**config.mk**
```make
export PLATFORM = sky130hd
export DESIGN_NAME = uart_rx_resync
export DESIGN_NICKNAME = d
export VERILOG_FILES = /design/src/rtl/uart_rx_pkg.sv /design/src/rtl/uart_rx_sync.sv /design/src/rtl/uart_rx_level_track.sv /design/src/rtl/uart_rx_bit_timer.sv /design/src/rtl/uart_rx_resync.sv
export SDC_FILE = /design/constraint.sdc
export NUM_CORES = 1
export LEC_CHECK = 0
export ABC_AREA = 1
export BUFFER_PORTS_ARGS = -buffer_cell sky130_fd_sc_hd__buf_2
export CORE_ASPECT_RATIO = 0.6
export CORE_MARGIN = 3
export CORE_UTILIZATION = 53
export CTS_CLUSTER_DIAMETER = 200
export DETAILED_ROUTE_END_ITERATION = 10
export GPL_TIMING_DRIVEN = 0
export PLACE_DENSITY = 0.83
export SLEW_MARGIN = 20
export SYNTH_ARGS = -nofsm -noshare
export SYNTH_HDL_FRONTEND = slang
export SYNTH_SLANG_ARGS = --single-unit
```
**constraint.sdc**
```tcl
create_clock -name clk -period 3.1 [get_ports clk]
set_clock_uncertainty 0.1 [all_clocks]
set_input_delay 0.62 -clock clk [delete_from_list [all_inputs] [get_ports clk]]
set_output_delay 0.62 -clock clk [all_outputs]
set_load 0.01 [all_outputs]
```
**src/rtl/uart_rx_pkg.sv**
```systemverilog
package uart_rx_pkg;

   // Level tracker encoding: one-hot, so any other code is illegal
   typedef enum logic [1:0] {
      LVL_HIGH = 2'b01,
      LVL_LOW  = 2'b10
   } lvl_e;

   typedef enum logic [1:0] {
      RX_IDLE,
      RX_START,
      RX_DATA,
      RX_STOP
   } rx_st_e;

   function automatic int max4(input int a, input int b, input int c, input int d);
      int m;
      m = a;
      if (b > m) m = b;
      if (c > m) m = c;
      if (d > m) m = d;
      return m;
   endfunction

endpackage

```
**src/rtl/uart_rx_sync.sv**
```systemverilog
module uart_rx_sync #(
   parameter int STAGES = 2
) (
   input  logic clk,
   input  logic rst,
   input  logic din,
   output logic dout
);

   logic [STAGES-1:0] chain;

   generate
      if (STAGES < 2) begin : g_bad
         $error("uart_rx_sync: STAGES must be at least 2");
      end
      for (genvar i = 0; i < STAGES; i++) begin : g_stage
         always_ff @(posedge clk) begin
            if (rst) chain[i] <= 1'b1;
            else if (i == 0) chain[i] <= din;
            else chain[i] <= chain[(i == 0) ? 0 : i-1];
         end
      end
   endgenerate

   assign dout = chain[STAGES-1];

endmodule

```
**src/rtl/uart_rx_level_track.sv**
```systemverilog
module uart_rx_level_track
   import uart_rx_pkg::*;
(
   input  logic clk,
   input  logic rst,
   input  logic line,
   output logic restart,
   output logic level_high
);

   lvl_e lvl_q, lvl_d;

   always_comb begin
      restart = 1'b0;
      lvl_d   = lvl_q;
      case (lvl_q)
         LVL_HIGH: if (!line) begin
            restart = 1'b1;
            lvl_d   = LVL_LOW;
         end
         LVL_LOW: if (line) begin
            restart = 1'b1;
            lvl_d   = LVL_HIGH;
         end
         default: begin
            // illegal code: recover to idle level, no restart
            restart = 1'b0;
            lvl_d   = LVL_HIGH;
         end
      endcase
   end

   always_ff @(posedge clk) begin
      if (rst) lvl_q <= LVL_HIGH;
      else     lvl_q <= lvl_d;
   end

   assign level_high = (lvl_q == LVL_HIGH);

endmodule

```
**src/rtl/uart_rx_bit_timer.sv**
```systemverilog
module uart_rx_bit_timer #(
   parameter int CNT_W = 13
) (
   input  logic             clk,
   input  logic             rst,
   input  logic             restart,
   input  logic [CNT_W-1:0] div,
   output logic [CNT_W-1:0] cnt,
   output logic             mid_tick
);

   logic [CNT_W-1:0] half;
   logic [CNT_W-1:0] last;

   assign half = div >> 1;
   assign last = div - 1'b1;

   always_ff @(posedge clk) begin
      if (rst)              cnt <= '0;
      else if (restart)     cnt <= '0;
      else if (cnt >= last) cnt <= '0;
      else                  cnt <= cnt + 1'b1;
   end

   assign mid_tick = (cnt == half);

endmodule

```
**src/rtl/uart_rx_resync.sv**
```systemverilog
module uart_rx_resync
   import uart_rx_pkg::*;
#(
   parameter int DIV0        = 5208,
   parameter int DIV1        = 2604,
   parameter int DIV2        = 1302,
   parameter int DIV3        = 868,
   parameter int DATA_BITS   = 8,
   parameter int SYNC_STAGES = 2
) (
   input  logic                 clk,
   input  logic                 rst,
   input  logic [1:0]           rate_sel,
   input  logic                 rxd,
   output logic [DATA_BITS-1:0] rx_data,
   output logic                 rx_valid,
   output logic                 rx_frame_err
);

   localparam int DIV_MAX = max4(DIV0, DIV1, DIV2, DIV3);
   localparam int CNT_W   = $clog2(DIV_MAX + 1);
   localparam int IDX_W   = (DATA_BITS > 1) ? $clog2(DATA_BITS) : 1;

   generate
      if (DIV0 < 4 || DIV1 < 4 || DIV2 < 4 || DIV3 < 4) begin : g_div_chk
         $error("uart_rx_resync: every divisor must be at least 4");
      end
      if (DATA_BITS < 1) begin : g_bits_chk
         $error("uart_rx_resync: DATA_BITS must be positive");
      end
   endgenerate

   logic             line_s;
   logic             restart;
   logic             level_high;
   logic [CNT_W-1:0] cnt;
   logic             mid_tick;
   logic [CNT_W-1:0] sel_div;
   logic [CNT_W-1:0] div_q;
   logic             busy;

   rx_st_e                 st_q;
   logic [DATA_BITS-1:0]   shreg;
   logic [IDX_W-1:0]       bit_idx;

   uart_rx_sync #(.STAGES(SYNC_STAGES)) u_sync (
      .clk  (clk),
      .rst  (rst),
      .din  (rxd),
      .dout (line_s)
   );

   uart_rx_level_track u_lvl (
      .clk        (clk),
      .rst        (rst),
      .line       (line_s),
      .restart    (restart),
      .level_high (level_high)
   );

   uart_rx_bit_timer #(.CNT_W(CNT_W)) u_tmr (
      .clk      (clk),
      .rst      (rst),
      .restart  (restart),
      .div      (div_q),
      .cnt      (cnt),
      .mid_tick (mid_tick)
   );

   always_comb begin
      case (rate_sel)
         2'd0:    sel_div = CNT_W'(DIV0);
         2'd1:    sel_div = CNT_W'(DIV1);
         2'd2:    sel_div = CNT_W'(DIV2);
         default: sel_div = CNT_W'(DIV3);
      endcase
   end

   assign busy = (st_q != RX_IDLE);

   // rate is latched only while idle
   always_ff @(posedge clk) begin
      if (rst)        div_q <= CNT_W'(DIV0);
      else if (!busy) div_q <= sel_div;
   end

   always_ff @(posedge clk) begin
      if (rst) begin
         st_q         <= RX_IDLE;
         shreg        <= '0;
         bit_idx      <= '0;
         rx_data      <= '0;
         rx_valid     <= 1'b0;
         rx_frame_err <= 1'b0;
      end else begin
         rx_valid     <= 1'b0;
         rx_frame_err <= 1'b0;
         case (st_q)
            RX_IDLE: if (restart && !line_s) st_q <= RX_START;
            RX_START: if (mid_tick) begin
               bit_idx <= '0;
               st_q    <= line_s ? RX_IDLE : RX_DATA;
            end
            RX_DATA: if (mid_tick) begin
               shreg <= {line_s, shreg[DATA_BITS-1:1]};
               if (bit_idx == IDX_W'(DATA_BITS-1)) st_q <= RX_STOP;
               else bit_idx <= bit_idx + 1'b1;
            end
            RX_STOP: if (mid_tick) begin
               if (line_s) begin
                  rx_valid <= 1'b1;
                  rx_data  <= shreg;
               end else begin
                  rx_frame_err <= 1'b1;
               end
               st_q <= RX_IDLE;
            end
            default: st_q <= RX_IDLE;
         endcase
      end
   end

endmodule

```
Word-level counts from Yosys, hierarchy flattened
Index checks and enable logic that the tools add are counted.
{"block": "totals", "latch_bits": 0, "memories": 0, "rom_bits": 0, "reg_bits": 53, "wordCells": 65, "ram_bits": 0}
{"block": "op_classes", "eq_ne": 17, "n_shift": 0, "n_reduce_logical": 13, "addsub": 3, "magnitude_cmp": 1, "n_mux": 18, "multipliers": 0, "div_mod_pow": 0, "n_bitwise": 2}
{"op": "case mux 13 bit (3 select lines)", "n": 1}
{"op": "2-to-1 mux 2 bit", "n": 8}
{"op": "!= test 2 bit (second input constant)", "n": 8}
{"op": "adder 13 x 1 -> 13 bit (second input constant)", "n": 1}
{"op": "== test 13 x 12 -> 1 bit", "n": 1}
{"op": ">= comparator 13 bit", "n": 1}
{"op": "subtractor 13 x 1 -> 13 bit (second input constant)", "n": 1}
{"op": "2-to-1 mux 3 bit", "n": 3}
{"op": "== test 2 bit (second input constant)", "n": 4}
{"op": "case mux 2 bit (4 select lines)", "n": 1}
{"op": "== test 2 x 1 -> 1 bit (second input constant)", "n": 3}
{"op": "case mux 3 bit (2 select lines)", "n": 1}
{"op": "OR reduction 3 bit", "n": 2}
{"op": "AND reduction 5 bit", "n": 1}
{"op": "zero test 2 bit", "n": 2}
{"op": "case mux 2 bit (2 select lines)", "n": 1}
{"op": "AND reduction 2 bit", "n": 2}
{"op": "AND reduction 4 bit", "n": 1}
{"op": "nonzero test 2 bit", "n": 2}
{"op": "adder 3 x 1 -> 3 bit (second input constant)", "n": 1}
{"op": "== test 3 bit (second input constant)", "n": 1}
{"op": "AND reduction 3 bit", "n": 1}
{"op": "2-to-1 mux 1 bit", "n": 2}
{"op": "inverter 1 bit", "n": 2}
{"op": "3 further kinds", "n": 3}

Logic depth before layout (Yosys ltp)
Gate-level depths: netlist of run 1.
{"block": "depth", "depth_word": 5, "ltp_mapped": 14}

By module
From an unflattened synthesis of run 1, not the netlist that was laid out.
{"block": "hier_totals", "hier_cells": 398, "area_unflattened_um2": 2867.8}
{"module": "uart_rx_bit_timer", "seq_area_each_um2": 260.2, "cells_per_inst": 210, "n_inst": 1, "area_each_um2": 1380.1}
{"module": "uart_rx_resync", "seq_area_each_um2": 640.6, "cells_per_inst": 167, "n_inst": 1, "area_each_um2": 1331.3}
{"module": "uart_rx_level_track", "seq_area_each_um2": 40.0, "cells_per_inst": 14, "n_inst": 1, "area_each_um2": 97.6}
{"module": "uart_rx_sync", "seq_area_each_um2": 40.0, "cells_per_inst": 7, "n_inst": 1, "area_each_um2": 58.8}

Least setup slack after synthesis of run 1
OpenSTA, ideal clock, no wires.
{"block": "synth_path", "path_type": "reg-to-reg", "from": "register div_q[1]", "to": "register u_tmr.cnt[0]", "t_arrival_ns": 2.376, "n_path_buf": 1, "slack_ns": 0.497, "synth_period_minus_slack_ns": 2.603, "path_stages_with_launch": 15, "required_time_ns": 2.873, "path_cell_list": "dfxtp_1 inv_1 nand3_1 nor3_1 nand2_1 nor2_1 nand2_1 xor2_1 ha_1 nand2_1 nor4_1 o21ai_0 nand3_1 clkbuf_1 nor2_1"}
{"block": "synth_via", "elab_chain_cells": 3}
{"element": "start: declaration", "line": "uart_rx_resync.sv:39", "rtl": "logic [CNT_W-1:0] div_q;"}
{"element": "start signal: assignment", "line": "uart_rx_resync.sv:83", "rtl": "if (rst) div_q <= CNT_W'(DIV0);"}
{"element": "start signal: assignment", "line": "uart_rx_resync.sv:84", "rtl": "else if (!busy) div_q <= sel_div;"}
{"element": "subtractor 13 x 1 -> 13 bit", "line": "uart_rx_bit_timer.sv:16", "rtl": "assign last = div - 1'b1;"}
{"element": ">= comparator 13 bit", "line": "uart_rx_bit_timer.sv:21", "rtl": "else if (cnt >= last) cnt <= '0;"}
{"element": "OR reduction 3 bit (no line)"}
{"element": "end signal: assignment", "line": "uart_rx_bit_timer.sv:22", "rtl": "else cnt <= cnt + 1'b1;"}
{"element": "end: declaration", "line": "uart_rx_bit_timer.sv:8", "rtl": "output logic [CNT_W-1:0] cnt,"}
Every way passes these cells.
A chain may end at the register's enable or synchronous reset.

Final worst setup path of run 1
Ends and elaborated chain as after synthesis.

==> results of run 1 <==
routing by layer:
layer,part of all wire,wire (um),global-route usage
met2,0.41,2510,0.303
met4,0.0078,48,0.0611
met3,0.071,436,0.0482
met5,0,0,0
met1,0.52,3190,0.323
sequential cells by signal (all words and copies together), names as in the netlist, named ones only:
| name | count |
|---|---|
| st_q | 1 |
| rx_valid | 1 |
| u_lvl.lvl_q | 2 |
| div_q | 9 |
| rx_frame_err | 1 |
| u_tmr.cnt | 13 |
| rx_data | 8 |
| u_sync.dout | 1 |
| shreg | 8 |
| bit_idx | 3 |
| u_sync.chain | 1 |
Yosys cell counts (all sizes together):
master	n
a211oi	2
a21oi	25
a31oi	1
buf	5
clkbuf	5
clkinv	1
dfxtp	49
ha	21
inv	53
nand2	84
nand3	16
nand4	15
nor2	56
nor3	8
nor4	1
o21ai	13
o221ai	2
or2	3
xnor2	2
xor2	13
metrics by stage:
stage	total power, uW	worst slack, ns	hold slack (ns)	TNS, ns
3_5_place_dp	920	-0.303	0.298	-2.96
6_report	1420	0.160	0.320	0
5_1_grt	1480	-0.00498	0.330	-0.00498
3_3_place_gp	908	-0.187	0.294	-1.80
2_1_floorplan	860	0.497	0.289	0
4_1_cts	1400	0.0421	0.322	0
cells by family (layout without fill, tap and decap cells):
kind of cell             Yosys count  count (layout)  synth area share
flip-flops                        49              49             0.370
buffers and inverters             64              87            0.0952
AND/OR/NAND/NOR                  183             183             0.300
adder cells (fa/ha/maj)           21              21            0.0990
XOR/XNOR                          15              15            0.0495
AO/OA/AOI/OAI                     43              43            0.0863
layout make-up:
| class | instances | area (um2) |
|---|---|---|
| multi-input combinational | 262 | 1450 |
| tap | 63 | 78.8 |
| timing repair buffer | 15 | 77.6 |
| fill | 412 | 1740 |
| clock inverter | 2 | 37.5 |
| clock buffer | 6 | 82.6 |
| sequential | 49 | 981 |
| inverter | 54 | 203 |
| buffer | 10 | 53.8 |
power breakdown:
| part | switching, uW | internal [uW] | leakage [uW] |
|---|---|---|---|
| combinational | 171 | 81.6 | 0.000938 |
| clock | 224 | 263 | 0.0000574 |
| sequential | 25.3 | 653 | 0.000399 |
what timing repair did:
item / CTS / global route
endpoints found under the hold margin: 0 / 0
resized for setup: 4 / 6
setup endpoints to repair: 10 / 10
setup buffers: 0 / 1
pin swaps: 0 / 1
critical path, delay by kind of cell, from the launching register on:
| kind | cells | cell delay, ns |
|---|---|---|
| AOI/OAI and AO/OA | 1 | 0.16 |
| xor gates and xnor gates | 1 | 0.16 |
| adders and majority gates | 1 | 0.30 |
| buffers and inverters | 2 | 0.37 |
| DFF | 1 | 0.35 |
| and+or+nand+nor | 9 | 1.37 |
how the worst min path moves through the flow:
stage / startpoint / to / slack, ns / cells past startpoint
global placement: u_sync.chain[0] / u_sync.dout / 0.29 / 1
global route: u_sync.chain[0] / u_sync.dout / 0.33 / 1
CTS: u_sync.chain[0] / u_sync.dout / 0.32 / 1
finish: u_sync.chain[0] / u_sync.dout / 0.32 / 1
detailed placement: u_sync.chain[0] / u_sync.dout / 0.30 / 1
floorplan: u_sync.chain[0] / u_sync.dout / 0.29 / 1
==> metrics.txt, run 1 <==
outcome finished, final reports clean; clock sinks 49; register bit total from synthesis 49; most numerous cell on the critical path nand2_1; Layout area overhead 11.8%; max-slew violation count 0; CTS H-Tree Depth 2; final worst path period share 0.948; post-synth top area cell dfxtp_1; fmax 0.340 GHz; most frequent cells in the layout nand2_1 (83), nor2_1 (53), inv_1 (49), dfxtp_1 (49), a21oi_1 (25); Post-CTS Hold Fix Bufs 0; WP data arrival 3.04 ns; top cells by area, synth dfxtp_1 (37%), nand2_1 (12%), ha_1 (9.9%); Port Buffers 14; Synth Warn # 0; CP peak stage delay 0.35 ns; DRT antenna net count 0; Crit-path slowest cell dfxtp_1; worst-margin pin slew 0.601 ns; commonest non-fill, non-tap cell in the layout nand2_1; VDD IR max 0.336 mV; Post-Syn Area 2650 um2; Die ar. 5920 um2; Core Util, Final 0.631; final hold violations 0; CP Capture Point u_tmr.cnt[0]; WL/cell 13.4 um; PwrDens 478 nW/um2; Initial DRC Count 333; Cells after Synth 375; Yosys cell types 25; post-DP HPWL 4610 um; first-pass GRT wire length 10,100 um; WS Path Type reg2reg; final instance count without filler cells 461; Die Wd 97.4 um; grt ovf 0; max-cap viol count 0; core footprint 4710 um2; register area share after synthesis 0.370; Initial DRT Pass Iterations 6; crit-path max FO 10; Layout Nets 423; placed cell area 2800 um2; number of global-route vias before repair 2,158; fin crit period 2.94 ns; Placed Instances 452; top cell type's share of synthesized area 0.370; Die H 60.8 um; worst path required time 3.20 ns; Num CTS Buffers 5; Slew headroom 0.598; Initial Util 0.564; CP cell instances inv_1, nand3_2, nor3_4, nand2_1, nor2_2, nand2_1, xor2_1, ha_1, nand2_1, nor4_4, o21ai_1, nand3_1, clkbuf_4, nor2_1; leakage power 0.00139 uW; layout cells sized above 1 0.111; Ant. Diodes 0; routed vias/inst 5.34; Setup crit end kind flip-flop; syn nets 401; Avg Inst Size Synth 7.08 um2; Critical Path Source div_q[1]; r2r worst-path depth 14; clock transition at the registers of the reported paths 0.09 ns; Clock Tree Buf Depth 2; critical path launch point type flip-flop; I/O pins 15; post-route cell area 2970 um2; largest net degree at the start of global routing 16; final wirelength 6180 um; worst reg2reg endpoint u_tmr.cnt[0]; Hold WC Path Type reg2reg; via count 2,461; CTS tree built; root buffer cell clkbuf_8; FF-to-FF Start div_q[1]; GRT Util Overall 0.214; num rows 19; Reg2Reg Setup Slack 0.16 ns; Worst-Skew Late Latency 0.31 ns; Final Wtd Congestion 0.913; initial antenna violation count 0; drt drc 0; Final setup violation count 0
Power figures use the tool's default switching activity.
==> inputs of run 2 (changes only) <==
--- a/config.mk
+++ b/config.mk
@@ -7,13 +7,15 @@
 export LEC_CHECK = 0
 export ABC_AREA = 1
 export BUFFER_PORTS_ARGS = -buffer_cell sky130_fd_sc_hd__buf_2
+export CELL_PAD_IN_SITES_DETAIL_PLACEMENT = 0
+export CELL_PAD_IN_SITES_GLOBAL_PLACEMENT = 1
 export CORE_ASPECT_RATIO = 0.6
 export CORE_MARGIN = 3
-export CORE_UTILIZATION = 53
+export CORE_UTILIZATION = 40
 export CTS_CLUSTER_DIAMETER = 200
 export DETAILED_ROUTE_END_ITERATION = 10
-export GPL_TIMING_DRIVEN = 0
-export PLACE_DENSITY = 0.83
+export GPL_TIMING_DRIVEN = 1
+export PLACE_DENSITY = 0.85
 export SLEW_MARGIN = 20
 export SYNTH_ARGS = -nofsm -noshare
 export SYNTH_HDL_FRONTEND = slang
==> run 2 against run 1 <==
Compared with the run above:
- critical path depth did not move
- largest power group unchanged
- worst hold slack got worse by 0.0051 ns
- setup slack gained 0.17 ns
- total power decreased by 8.4%
- utilization shrank 17 points
- first-iteration DRC count shrank 53%
- design area down 2.0%
- via count shrank 5.7%
- flip-flop and latch count unchanged
- die area is 30% higher
- final cell count up 3.0%
- sequential share of layout area grew 0.68 points
==> metrics.txt, run 2 (same netlist as run 1, synthesis figures left out) <==
outcome finished, final reports clean; critical path launch point type flip-flop; CP Capture Point u_tmr.cnt[2]; crit-path max FO 13; fmax 0.361 GHz; r2r worst-path depth 14; RSZ-0062 raised after global routing no; post-DP HPWL 4680 um; CTS H-Tree Depth 2; Final setup violation count 0; via count 2,321; final instance count without filler cells 475; final wirelength 5960 um; layout cells sized above 1 0.0946; Post-CTS Setup Bufs 0; CP cell instances inv_1, nand3_1, nor3_4, nand2_1, nor2_1, nand2_1, xor2_1, ha_1, nand2_1, nor4_1, o21ai_0, nand3_1, buf_4, nor2_1; Die H 69.1 um; Num CTS Buffers 5; Post-CTS Hold Fix Bufs 0; PwrDens 447 nW/um2; Initial DRT Pass Iterations 4; WS Path Type reg2reg; final hold violations 0; WP data arrival 2.87 ns; max-slew violation count 0; Placed Instances 467; Port Buffers 14; core footprint 6280 um2; I/O pins 15; biggest regs u_tmr.cnt: 13 flops, div_q: 9 flops; Layout area overhead 9.57%; root buffer cell clkbuf_8; CP peak stage delay 0.35 ns; routed vias/inst 4.89; first-pass GRT wire length 10,100 um; Tot Pwr 1300 uW; Top delay family on crit path simple AND/OR/NAND/NOR gates; Reg with most FFs u_tmr.cnt; max reg flops 13; worst-margin pin slew 0.555 ns; Ant. Diodes 0; most numerous cell on the critical path nand2_1; GRT Util Overall 0.160; Clock Tree Buf Depth 2; most frequent cells in the layout nand2_1 (83), nor2_1 (54), inv_1 (49), dfxtp_1 (49), a21oi_1 (25); largest net degree at the start of global routing 24; placed cell area 2810 um2; CP Buf/Inv Count 2; Die ar. 7680 um2; grt ovf 0; num rows 22; Initial DRC Count 158; Slew headroom 0.627; post-route cell area 2910 um2; Crit-path slowest cell dfxtp_1; Worst-Skew Late Latency 0.30 ns; Hold WC Path Type reg2reg; Die Wd 111 um; number of global-route vias before repair 2,040; fin crit period 2.77 ns; CTS tree built; clock transition at the registers of the reported paths 0.09 ns; Critical Path Source div_q[1]; worst path required time 3.20 ns; FF-to-FF Start div_q[1]; final worst path period share 0.894; hold wc startpoint u_sync.chain[0]; critical path depth 14; WL/cell 12.5 um; max-cap viol count 0; Initial Util 0.423; VDD IR max 0.227 mV; Final Wtd Congestion 0.812; Setup crit end kind flip-flop; Reg2Reg Setup Slack 0.33 ns; leakage power 0.00135 uW; Setup TNS 0 ns; Layout Nets 416; initial antenna violation count 0; drt drc 0; clock sinks 49; commonest non-fill, non-tap cell in the layout nand2_1; DRT antenna net count 0; worst reg2reg endpoint u_tmr.cnt[2]
[run 2: how the worst min path moves through the flow]
| stage | to | slack, ns | cells after the start |
|---|---|---|---|
| 5_1_grt | u_sync.dout | 0.36 | 1 |
| 6_report | u_sync.dout | 0.32 | 1 |
| 3_5_place_dp | u_sync.dout | 0.29 | 1 |
| 3_3_place_gp | u_sync.dout | 0.29 | 1 |
| 2_1_floorplan | u_sync.dout | 0.29 | 1 |
| 4_1_cts | u_sync.dout | 0.32 | 1 |
[run 2: per-layer routing]
layer	routed length, um	up-vias	global-route usage
li1	-	1228	-
met1	3350	1020	0.268
met2	2120	65	0.208
met3	449	8	0.0342
met4	41	0	0.0229
met5	0	-	0
[run 2: repair_timing]
item	CTS	global route
endpoints found under the setup margin	0	13
hold endpoints to repair	0	0
resized for setup	0	2
[run 2: where the power goes]
part / total, uW / switching [uW] / internal, uW
registers: 685 / 31.2 / 653
clock network: 383 / 223 / 160
logic: 231 / 151 / 80.4
[run 2: worst register-to-register path, cell delays in order, from the launching register on]
cell and delay, ns:
dfxtp_1 0.35, inv_1 0.13, nand3_1 0.18, nor3_4 0.22
nand2_1 0.08, nor2_1 0.19, nand2_1 0.09, xor2_1 0.15
ha_1 0.30, nand2_1 0.09, nor4_1 0.29, o21ai_0 0.14
nand3_1 0.10, buf_4 0.19, nor2_1 0.07
[run 2: area by class of cell]
cell class | count | area, um2
sequential | 49 | 981
clock inverter | 2 | 15.0
timing repair buffer | 18 | 100
tap | 84 | 105
inverter | 54 | 203
fill | 672 | 3370
clock buffer | 6 | 72.6
multi-input combinational | 262 | 1430
[run 2: stage by stage]
step,hold WS (ns),setup WS (ns),util
after floorplan,0.289,0.497,-
after global placement,0.293,0.443,0.448
after detailed placement,0.293,0.275,0.448
after CTS,0.316,0.220,0.462
after global routing,0.359,0.0310,0.463
final,0.315,0.329,0.463
==> inputs of run 3 (changes only) <==
--- a/config.mk
+++ b/config.mk
@@ -5,7 +5,6 @@
 export SDC_FILE = /design/constraint.sdc
 export NUM_CORES = 1
 export LEC_CHECK = 0
-export ABC_AREA = 1
 export BUFFER_PORTS_ARGS = -buffer_cell sky130_fd_sc_hd__buf_2
 export CELL_PAD_IN_SITES_DETAIL_PLACEMENT = 0
 export CELL_PAD_IN_SITES_GLOBAL_PLACEMENT = 1
@@ -15,7 +14,7 @@
 export CTS_CLUSTER_DIAMETER = 200
 export DETAILED_ROUTE_END_ITERATION = 10
 export GPL_TIMING_DRIVEN = 1
-export PLACE_DENSITY = 0.85
+export PLACE_DENSITY = 0.81
 export SLEW_MARGIN = 20
 export SYNTH_ARGS = -nofsm -noshare
 export SYNTH_HDL_FRONTEND = slang
==> run 3 against run 2 <==
Compared with the run above:
- sequential share of layout area is 2.2 points higher
- fmax is 0.57% higher
- total power is 3.0% lower
- critical path depth is 4 lower
- synthesized area is 6.8% lower
- via count is 25% lower
- sequential power is 2% lower
- count of clock-buffer cells in the layout stayed put
- combinational power is 52% lower
- clock power is 24% higher
- first-iteration DRC count is 36% lower
==> metrics.txt, run 3 <==
crit-path max FO 13; CP Buf/Inv Count 1; final worst path period share 0.889; Register Area 981 um2; final hold violations 0; Post-Syn Area 2470 um2; GRT Util Overall 0.136; Ant. Diodes 0; register bit total from synthesis 49; number of global-route vias before repair 1,529; fmax 0.363 GHz; post-route cell area 2730 um2; post-DP HPWL 3600 um; first-pass GRT wire length 7650 um; drt drc 0; CTS H-Tree Depth 2; Final setup violation count 0; Port Buffers 14; max-slew violation count 0; clock transition at the registers of the reported paths 0.09 ns; Die H 66.9 um; VDD IR max 0.184 mV; Setup crit end kind flip-flop; Synth Warn # 0; worst-margin pin slew 0.717 ns; max-cap viol count 0; Die ar. 7190 um2; via count 1,747; final instance count without filler cells 359; leading cell type by number of instances after synthesis dfxtp_1; Crit-path slowest cell a2111oi_0; register area share after synthesis 0.397; core footprint 5780 um2; largest net degree at the start of global routing 36; WS Path Type reg2reg; Avg Inst Size Synth 9.30 um2; syn nets 292; most numerous cell on the critical path nor2_1; I/O pins 15; Core Util, Final 0.472; Tot Pwr 1260 uW; # resized after CTS 0; Setup TNS 0 ns; Placed Instances 351; final wirelength 4680 um; num rows 21; RSZ-0062 raised after global routing no; Die Wd 108 um; Initial DRC Count 101; Async S/R FF share, synth 0; Layout area overhead 10.2%; WP data arrival 2.89 ns; grt ovf 0; leakage power 0.00110 uW; Initial DRT Pass Iterations 4; EDFF count, synth 0; Post-CTS Setup Bufs 0; Multi-input gate area 1410 um2; Worst-Skew Late Latency 0.30 ns; Yosys cell types 43; routed vias/inst 4.87; Hold WC Path Type reg2reg; initial antenna violation count 0; root buffer cell clkbuf_8; Synth top cells by count dfxtp_1 (49), nor2_1 (46), ha_1 (21); post-synth top area cell dfxtp_1; CTS tree built; critical path launch point type flip-flop; DRT antenna net count 0; Post-CTS Hold Fix Bufs 0; Num CTS Buffers 5; Cells after Synth 266; fin crit period 2.75 ns; PwrDens 462 nW/um2; Initial Util 0.428; Slew headroom 0.519; Top delay family on crit path simple AND/OR/NAND/NOR gates; Layout Nets 304; worst path required time 3.24 ns; fill count 570; DR top layer met4; Reg with most FFs u_tmr.cnt; biggest regs u_tmr.cnt: 13 flops, div_q: 9 flops; WL/cell 13.0 um; Clock Tree Buf Depth 2; CP cell instances nor4_1, nand2_1, nor2_1, xnor2_1, ha_1, a21o_1, a2111oi_0, o21ai_0, buf_4, nor2_1; Synth Flop Type dfxtp_1; Final Wtd Congestion 0.836; top cell type's share of synthesized area 0.397; clock sinks 49; top cells by area, synth dfxtp_1 (40%), ha_1 (11%), nor2_1 (7.0%); CP peak stage delay 0.43 ns; commonest non-fill, non-tap cell in the layout dfxtp_1; most frequent cells in the layout dfxtp_1 (49), nor2_1 (46), ha_1 (21); outcome finished, final reports clean; max reg flops 13; met2 wire len 1640 um; placed cell area 2610 um2; met3 routed WL 175 um; layout cells sized above 1 0.136; met1 wire length 2840 um
run 3: layout make-up:
class                   count  area share
well taps                  80      0.0367
repair buffers             16      0.0312
flip-flops and latches     49       0.360
multi-input cells         199       0.519
clock buffers               6      0.0303
clock inverters             2      0.0138
inverters                   7     0.00964
run 3: path summary, 6_finish.rpt:
path	endpoint	slack [ns]	depth (start not counted)	start
worst max-delay path	u_tmr.cnt[6]	0.35	10	div_q[3]
worst min-delay path	u_sync.dout	0.32	1	u_sync.chain[0]
worst max register to register	u_tmr.cnt[6]	0.35	10	div_q[3]
worst min register to register	u_sync.dout	0.32	1	u_sync.chain[0]
run 3: per-stage QoR:
stage          setup slack (ns)  hold slack, ns
3_3_place_gp              0.508           0.298
4_1_cts                   0.373           0.327
2_1_floorplan             0.533           0.289
3_5_place_dp              0.409           0.307
5_1_grt                  0.0844           0.333
6_report                  0.345           0.324
run 3: where the power goes:
group          internal, uW  switching, uW  total, uW
sequential              645           28.7        673
clock                   262            212        474
combinational          51.2           60.1        111
run 3: logic make-up after synthesis:
kind of cell,after synthesis,share of synthesized area
AO/OA/AOI/OAI,28,0.0744
XOR/XNOR,26,0.101
adder cells (fa/ha/maj),21,0.106
buffers and inverters,18,0.0344
flip-flops,49,0.397
multiplexers,17,0.0693
AND/OR/NAND/NOR,107,0.218
run 3: worst reg2reg max path: stages (launching register included):
cell	delay, ns
dfxtp_1	0.40
nor4_1	0.42
nand2_1	0.13
nor2_1	0.17
xnor2_1	0.14
ha_1	0.26
a21o_1	0.18
a2111oi_0	0.43
o21ai_0	0.15
buf_4	0.21
nor2_1	0.11
run 3: per-layer routing:
metal | track usage | vias to the layer above
met5 | 0 | -
met4 | 0.0331 | 0
met3 | 0.0358 | 3
met2 | 0.164 | 23
met1 | 0.225 | 783
li1 | - | 938
